[config.mk]
export PLATFORM = sky130hd
export DESIGN_NAME = hiccup_guard
export DESIGN_NICKNAME = d
export VERILOG_FILES = /design/src/rtl/hg_pkg.sv /design/src/rtl/hg_thermal.sv /design/src/rtl/hg_retry.sv /design/src/rtl/hiccup_guard.sv
export SDC_FILE = /design/constraint.sdc
export NUM_CORES = 1
export LEC_CHECK = 0
export BUFFER_PORTS_ARGS = -buffer_cell sky130_fd_sc_hd__buf_2
export CORE_MARGIN = 2
export CORE_UTILIZATION = 40
export DETAILED_ROUTE_END_ITERATION = 10
export GPL_ROUTABILITY_DRIVEN = 0
export PLACE_DENSITY = 0.62
export RECOVER_POWER = 50
export SETUP_SLACK_MARGIN = 0.15
export SYNTH_ARGS = -nofsm -noshare
export SYNTH_HDL_FRONTEND = slang
export SYNTH_SLANG_ARGS = --single-unit
[constraint.sdc]
create_clock -name clk -period 5.3 [get_ports clk]
set_clock_uncertainty 0.2 [all_clocks]
set_input_delay 0.53 -clock clk [delete_from_list [all_inputs] [get_ports clk]]
set_output_delay 0.53 -clock clk [all_outputs]
set_load 0.02 [all_outputs]
[src/rtl/hg_pkg.sv]
package hg_pkg;

  typedef enum logic [1:0] {
    HG_RUN  = 2'd0,
    HG_REST = 2'd1,
    HG_PROBE = 2'd2
  } hg_phase_e;

  // True when the current tick closes an interval of lim ticks.
  function automatic logic hg_interval_done(input int unsigned cnt,
                                            input int unsigned lim);
    return (cnt + 1) >= lim;
  endfunction

  // Hysteretic over-temperature latch: trip above hot, release at or below cool.
  function automatic logic hg_therm_next(input logic cur,
                                         input int unsigned t,
                                         input int unsigned hot,
                                         input int unsigned cool);
    if (t > hot)
      return 1'b1;
    else if (t <= cool)
      return 1'b0;
    else
      return cur;
  endfunction

endpackage

[src/rtl/hg_thermal.sv]
module hg_thermal #(
  parameter int unsigned TEMP_W = 8,
  parameter int unsigned HOT_C  = 150,
  parameter int unsigned COOL_C = 130
) (
  input  logic              clk,
  input  logic              rst,
  input  logic              armed,
  input  logic [TEMP_W-1:0] temp_code,
  output logic              hot
);
  import hg_pkg::*;

  logic hot_q;

  always_ff @(posedge clk) begin
    if (rst || !armed)
      hot_q <= 1'b0;
    else
      hot_q <= hg_therm_next(hot_q, int'(temp_code), HOT_C, COOL_C);
  end

  assign hot = hot_q;

endmodule

[src/rtl/hg_retry.sv]
module hg_retry #(
  parameter int unsigned REST_TICKS  = 900,
  parameter int unsigned PROBE_TICKS = 20
) (
  input  logic              clk,
  input  logic              rst,
  input  logic              hold,
  input  logic              ms_tick,
  input  logic              ovl_det,
  output hg_pkg::hg_phase_e phase,
  output logic              rest_start,
  output logic              probe_fail
);
  import hg_pkg::*;

  localparam int unsigned MAXT = (REST_TICKS > PROBE_TICKS) ? REST_TICKS : PROBE_TICKS;
  localparam int unsigned CW   = $clog2(MAXT + 1);

  hg_phase_e         phase_q;
  logic [CW-1:0]     tick_cnt;
  logic              seen_q;
  logic              rest_end;
  logic              probe_end;

  assign rest_end   = (phase_q == HG_REST) && ms_tick &&
                      hg_interval_done(int'(tick_cnt), REST_TICKS);
  assign probe_end  = (phase_q == HG_PROBE) && ms_tick &&
                      hg_interval_done(int'(tick_cnt), PROBE_TICKS);
  assign probe_fail = probe_end && (seen_q || ovl_det);
  assign rest_start = !hold && (((phase_q == HG_RUN) && ovl_det) || probe_fail);

  always_ff @(posedge clk) begin
    if (rst || hold) begin
      phase_q  <= HG_RUN;
      tick_cnt <= '0;
      seen_q   <= 1'b0;
    end else begin
      unique case (phase_q)
        HG_RUN: begin
          tick_cnt <= '0;
          seen_q   <= 1'b0;
          if (ovl_det)
            phase_q <= HG_REST;
        end
        HG_REST: begin
          seen_q <= 1'b0;
          if (rest_end) begin
            phase_q  <= HG_PROBE;
            tick_cnt <= '0;
          end else if (ms_tick) begin
            tick_cnt <= tick_cnt + 1'b1;
          end
        end
        HG_PROBE: begin
          if (probe_end) begin
            phase_q  <= probe_fail ? HG_REST : HG_RUN;
            tick_cnt <= '0;
            seen_q   <= 1'b0;
          end else begin
            seen_q <= seen_q || ovl_det;
            if (ms_tick)
              tick_cnt <= tick_cnt + 1'b1;
          end
        end
        default: begin
          phase_q  <= HG_RUN;
          tick_cnt <= '0;
          seen_q   <= 1'b0;
        end
      endcase
    end
  end

  assign phase = phase_q;

endmodule

[src/rtl/hiccup_guard.sv]
module hiccup_guard #(
  parameter int unsigned REST_TICKS  = 900,
  parameter int unsigned PROBE_TICKS = 20,
  parameter int unsigned TEMP_W      = 8,
  parameter int unsigned HOT_C       = 150,
  parameter int unsigned COOL_C      = 130
) (
  input  logic              clk,
  input  logic              rst,
  input  logic              ms_tick,
  input  logic              ovl_det,
  input  logic              static_mode,
  input  logic              ss_done,
  input  logic [TEMP_W-1:0] temp_code,
  output logic              out_en,
  output logic              clamp_act,
  output logic              ovl_flag,
  output logic              therm_flag
);
  import hg_pkg::*;

  logic      ready_q;
  logic      hot;
  logic      live;
  logic      seq_hold;
  logic      static_ovl_q;
  logic      rest_start;
  logic      probe_fail;
  hg_phase_e phase;

  always_ff @(posedge clk) begin
    if (rst)
      ready_q <= 1'b0;
    else if (ss_done)
      ready_q <= 1'b1;
  end

  always_ff @(posedge clk) begin
    if (rst)
      static_ovl_q <= 1'b0;
    else
      static_ovl_q <= ovl_det;
  end

  hg_thermal #(
    .TEMP_W (TEMP_W),
    .HOT_C  (HOT_C),
    .COOL_C (COOL_C)
  ) u_thermal (
    .clk       (clk),
    .rst       (rst),
    .armed     (ready_q),
    .temp_code (temp_code),
    .hot       (hot)
  );

  assign live     = ready_q && !hot;
  assign seq_hold = !live || static_mode;

  hg_retry #(
    .REST_TICKS  (REST_TICKS),
    .PROBE_TICKS (PROBE_TICKS)
  ) u_retry (
    .clk        (clk),
    .rst        (rst),
    .hold       (seq_hold),
    .ms_tick    (ms_tick),
    .ovl_det    (ovl_det),
    .phase      (phase),
    .rest_start (rest_start),
    .probe_fail (probe_fail)
  );

  always_comb begin
    out_en    = 1'b0;
    clamp_act = 1'b0;
    ovl_flag  = 1'b0;
    if (live) begin
      if (static_mode) begin
        out_en    = 1'b1;
        clamp_act = 1'b1;
        ovl_flag  = static_ovl_q;
      end else begin
        out_en    = (phase != HG_REST);
        clamp_act = (phase == HG_PROBE);
        ovl_flag  = (phase != HG_RUN);
      end
    end
  end

  assign therm_flag = hot;

endmodule

# ---- After elaboration in Yosys (flattened, before gate mapping)
# Cells that the tools add are included.
dict set report word_totals {
  elab_cells 54
  output_inout_bits 4
  in_bits 14
  register_bits 16
}
dict set report op_classes {
  eq_ne 6
  order_cmp 4
  mux 17
  bitwise 1
  add_sub_neg 2
  n_reduce_logical 18
}
# op n
set ops {}
lappend ops {{>= comparator 32 x 10 -> 1 bit (second input constant)} 1}
lappend ops {{>= comparator 32 x 5 -> 1 bit (second input constant)} 1}
lappend ops {{two-way mux 10 bit} 3}
lappend ops {{one-hot mux 10 bit (2 select lines)} 1}
lappend ops {{adder 10 x 1 -> 11 bit (second input constant)} 1}
lappend ops {{adder 10 x 1 -> 10 bit (second input constant)} 1}
lappend ops {{two-way mux 1 bit} 9}
lappend ops {{greater-than comparator 8 bit (second input constant)} 1}
lappend ops {{less-or-equal comparator 8 bit (second input constant)} 1}
lappend ops {{logical AND 1 bit} 6}
lappend ops {{two-way mux 2 bit} 3}
lappend ops {{!= test 2 x 1 -> 1 bit (second input constant)} 3}
lappend ops {{one-hot mux 2 bit (3 select lines)} 1}
lappend ops {{logical OR 1 bit} 4}
lappend ops {{nonzero test 2 bit} 2}
lappend ops {{zero test 1 bit} 3}
lappend ops {{AND reduction 3 bit} 1}
lappend ops {{OR reduction 3 bit} 1}
lappend ops {{equality test 2 x 1 -> 1 bit (second input constant)} 1}
lappend ops {{equality test 2 bit (second input constant)} 1}
lappend ops {{zero test 2 bit} 1}
lappend ops {{!= test 2 bit (second input constant)} 1}
lappend ops {{inverter 1 bit} 1}

# ---- Depth between registers and ports, before layout
dict set report depth {
  ltp_word 7
  mapped_depth 8
  depth_no_buf 8
}

# ---- By module
# Synthesis repeated with hierarchy kept, for this count alone.
dict set report hier_totals {
  cells_unflattened 143
  area_unflattened_um2 1191.1
}
# mod cells_per_inst seq_area_each_um2 instances area_per_inst_um2
set modules_own_cells {}
lappend modules_own_cells {hg_retry 120 260.2 1 1003.5}
lappend modules_own_cells {hiccup_guard 15 40.0 1 115.1}
lappend modules_own_cells {hg_thermal 8 20.0 1 72.6}

# ---- Least setup slack after synthesis
# OpenSTA, ideal clock, no wires.
dict set report synth_path {
  kind {register to register}
  start {register u_retry.tick_cnt[0]}
  end {register u_retry.phase_q[0] (netlist: u_retry.phase[0])}
  t_required_ns 4.984
  stages_incl_launch_ff 9
  setup_ns 0.116
  t_arrival_ns 1.983
  setup_slack_ns 3.000
  period_less_slack_ns 2.300
  n_path_buf 1
  path_cell_list {dfxtp_1 > ha_1 > buf_4 > xnor2_1 > nand4_4 > a2111oi_4 > o21ai_1 > a31o_1 > a41o_1}
}
dict set report synth_via {
  elab_chain_cells 7
  word_cells_on_any_way 12
  classes_between {add/sub (1); order compare (2); eq/ne (2); mux (3); reduce/logical (4)}
}
# element line
set synth_lines {}
lappend synth_lines {{start: declaration} hg_retry.sv:20} ;# logic [CW-1:0] tick_cnt;
lappend synth_lines {{start signal: assignment} hg_retry.sv:51} ;# tick_cnt <= tick_cnt + 1'b1;
lappend synth_lines {{start signal: assignment} hg_retry.sv:62} ;# tick_cnt <= tick_cnt + 1'b1;
lappend synth_lines {{adder 10 x 1 -> 11 bit (*)} hg_pkg.sv:12} ;# return (cnt + 1) >= lim;
lappend synth_lines {{>= comparator 32 x 5 -> 1 bit} hg_pkg.sv:12}
lappend synth_lines {{logical AND 1 bit} hg_retry.sv:27} ;# assign probe_end = (phase_q == HG_PROBE) && ms_tick &&
lappend synth_lines {{logical AND 1 bit} hg_retry.sv:29} ;# assign probe_fail = probe_end && (seen_q || ovl_det);
lappend synth_lines {{two-way mux 1 bit} hg_retry.sv:56} ;# phase_q <= probe_fail ? HG_REST : HG_RUN;
lappend synth_lines {{two-way mux 2 bit} hg_retry.sv:55} ;# if (probe_end) begin
lappend synth_lines {{one-hot mux 2 bit (3 select lines)} hg_retry.sv:38} ;# unique case (phase_q)
lappend synth_lines {{end signal: assignment} hg_retry.sv:56}
lappend synth_lines {{end: declaration} hg_retry.sv:19} ;# hg_phase_e phase_q;
# Every way passes the cells marked *; elsewhere a longest branch is shown, timed or not. The select of a mux whose other input is x is not followed.
# A chain may end at the register's enable or synchronous reset.

# ---- Worst setup path after layout
dict set report layout_path {
  start {register u_retry.tick_cnt[0]}
  end {register u_retry.tick_cnt[1]}
}
dict set report layout_via {
  elab_chain_cells 5
  word_cells_on_any_way 10
  classes_between {add/sub (2); order compare (2); mux (4); reduce/logical (2)}
}
# element line
set layout_lines {}
lappend layout_lines {{adder 10 x 1 -> 11 bit} hg_pkg.sv:12}
lappend layout_lines {{>= comparator 32 x 5 -> 1 bit / >= comparator 32 x 10 -> 1 bit (equally long branches)} hg_pkg.sv:12}
lappend layout_lines {{logical AND 1 bit, on equally long branches} {hg_retry.sv:27, hg_retry.sv:25}}
lappend layout_lines {{two-way mux 10 bit, on equally long branches} {hg_retry.sv:55, hg_retry.sv:47}}
lappend layout_lines {{one-hot mux 10 bit (2 select lines) (*)} hg_retry.sv:38}
# Every way passes the cells marked *; elsewhere a longest branch is shown, timed or not.

==> impl_metrics.toml <==
[timing]
hold_violations = 0
relSlewSlack_pct = 45.92
finalSetupViolCount = 0
worst_pin_slew_ns = 0.8076
maxClockFrequency_mhz = 350.0
rsz0062_at_grt = "no"
report.final.slew_viol_count = 0
whs_ns = 0.2434
setup_tns_ns = 0
setup_ws_ns = 2.443
period_needed_ns = 2.857
min_period_over_period_pct = 53.90

[critical_path]
r2r-start = "u_retry.tick_cnt[0]"
start_kind = "flop"
slowest_delay_ns = 0.65
cp_cell_sequence = "ha_1 -> and4_1 -> a31oi_1 -> o21ai_0 -> a21bo_2 -> o211ai_1 -> nor2_1"
endpoint_kind = "flop"
crit_type = "reg -> reg"
cpMaxStageDelayCell = "o211ai_1"
crit_arrival_ns = 2.81
startpoint = "u_retry.tick_cnt[0]"
critPathRequiredTime_ns = 5.25
crit_fanout = 10

[hold_path]
hold_class = "in -> reg"
hold_start = "rst"

[synthesis]
synth_cell_types = 47
synth-seq-cells = 16
synth_top_family_by_area = "simple AND/OR/NAND/NOR gates"
netlist.area_leader.share_pct = 26.72
synth-compound-area-share_pct = 21.61
yosys.area_share.simple_pct = 29.12
avgSynthCellArea_um2 = 8.324
ys_seq_area_share_pct = 26.72
yosys-top-cells-area = "dfxtp_1 27%, nor2_1 7.2%, ha_1 6.3%"
synth_nets = 164
synth-xor-area-share_pct = 7.307
synth.most_common_cell = "nor2_1"
synth_fa_ha_area_share_pct = 6.263
synth.cell_area_um2 = 1199
synth_cells = 144
muxShareOfSynthArea_pct = 1.670
synth_ff_type = "dfxtp_1"
ys_top_cells_by_count = "23 x nor2_1, 16 x dfxtp_1, 9 x nand2_1, 7 x xor2_1"
async_flop_share_pct = 0
synth_edf_count = 0
yosysTopAreaCell = "dfxtp_1"
ys_warn_count = 0

[clocking]
cts_buffers = 3
cts_root_buffer = "clkbuf_4"
cts_tree = "done"
postCtsSetupBuffers = 0
clk-insertion-delay-late_ns = 0.29
clock_path_buffers = 2
cts.repair.resized = 0
hold_buffers = 0
htree_levels = 1
clk_pin_slew_ns = 0.10
cts.sinks = 16

[detailed_routing]
top_layer = "met4"
met2_wirelength_um = 1101
drc = 2
route.met3.wl_um = 144
ant_nets = 0
wl_met1_um = 1161
wl_per_cell_um = 13.17
first_iter_violations = 33
via_count = 1036
via_per_inst = 5.600
drtPass1Iterations = 7
wirelength_um = 2436

[layout]
nFillCells = 285
antennaDiodeCount = 0
syn_to_final_growth_pct = 4.593
fin_nets = 176
drive_gt1_share_pct = 13.64

[pwr]
total_power_uw = 209.4
cellLeakagePower_nw = 0.4841
ir_drop_uv = 145.7
powerDensity_nw_per_um2 = 167.0

[placement]
dp_hpwl_um = 1838
io_buffers = 17
place_ws_ns = 2.741

[floorplan]
coreArea_um2 = 2805
start_util_pct = 42.73
die_w_um = 58.74
rows = 19
die_area_um2 = 3450
ios = 18
fp.dieH_um = 58.74

[outcome]
status = "finished, violations left"
failed_checks = "design-rule violations"

[global_routing]
grt_pass1_wl_um = 4250
track_usage_pct = 15.62
grt_max_degree = 14
overflow = 0
antenna_found_initial = 0
grt_pass1_vias = 964

[flow_run]
drv_cap = 0
-- registers in the layout (all words and copies together) (netlist names) --
name	cells
static_ovl_q	1
u_thermal.hot	1
u_retry.seen_q	1
ready_q	1
u_retry.tick_cnt	10
u_retry.phase	2
-- where the power goes --
part / switching, mW / total, mW / internal (mW)
sequential: 0.00100 / 0.123 / 0.122
clock: 0.0406 / 0.0670 / 0.0265
combinational: 0.0118 / 0.0198 / 0.00804
total: 0.0533 / 0.209 / 0.156
-- cells in the final DEF (no fill, tap or decap), types with 2 or more instances in the layout --
master,instances
inv_1,6
and4_1,2
nand4_1,6
o21ai_0,3
nand3_1,6
a31o_1,2
a31oi_1,3
nor2b_1,5
nor3_1,5
o21a_1,2
xnor2_1,3
nand2_1,9
xor2_1,7
buf_2,11
mux2i_1,2
clkbuf_1,6
clkbuf_4,3
dfxtp_1,16
a21oi_1,5
nor2_1,23
ha_1,6
-- cell type report --
type                       count  area, µm²  area share, %
clock buffer                   3      22.52          1.796
inverter                       6      22.52          1.796
multi-input combinational    112      772.0          61.58
sequential                    16      320.3          25.55
tap                           31      38.79          3.094
timing repair buffer          17      77.57          6.188
-- kinds of logic (layout without fill, tap and decap cells) --
logic type               count (synthesis)  count (layout)
flip-flops                              16              16
AND/OR/NAND/NOR                         65              65
AO/OA/AOI/OAI                           29              29
adder cells (fa/ha/maj)                  6               6
buffers and inverters                   16              26
XOR/XNOR                                10              10
multiplexers                             2               2
-- layer usage --
metal  global-route usage (%)  up-vias
met5                        0        -
met4                    5.519        0
met3                    3.516        4
met2                    23.65       30
met1                    21.72      471
li1                         -      531
-- critical path, delay by kind of cell (launching register included) --
kind	cells	cell delay, ns
compound gates	4	1.19
flops	1	0.49
simple gates	2	0.45
fa+ha+maj	1	0.40
-- path summary, 6_finish.rpt --
| kind | endpoint | slack, ns | cells after the start |
|---|---|---|---|
| worst max-delay path | u_retry.tick_cnt[1] | 2.44 | 7 |
| worst min-delay path | ready_q | 0.24 | 2 |
| worst max register to register | u_retry.tick_cnt[1] | 2.44 | 7 |
| worst min register to register | u_thermal.hot | 0.27 | 2 |
-- metrics by stage --
stage | utilization (%) | instance area, µm² | cells
3_3_place_gp | 44.83 | 1257 | 182
5_1_grt | 44.69 | 1254 | 185
6_report | 44.69 | 1254 | 185
3_5_place_dp | 44.83 | 1257 | 182
2_1_floorplan | - | 1199 | 144
4_1_cts | 45.63 | 1280 | 185
Note: power is estimated with default switching activity, not from simulation.
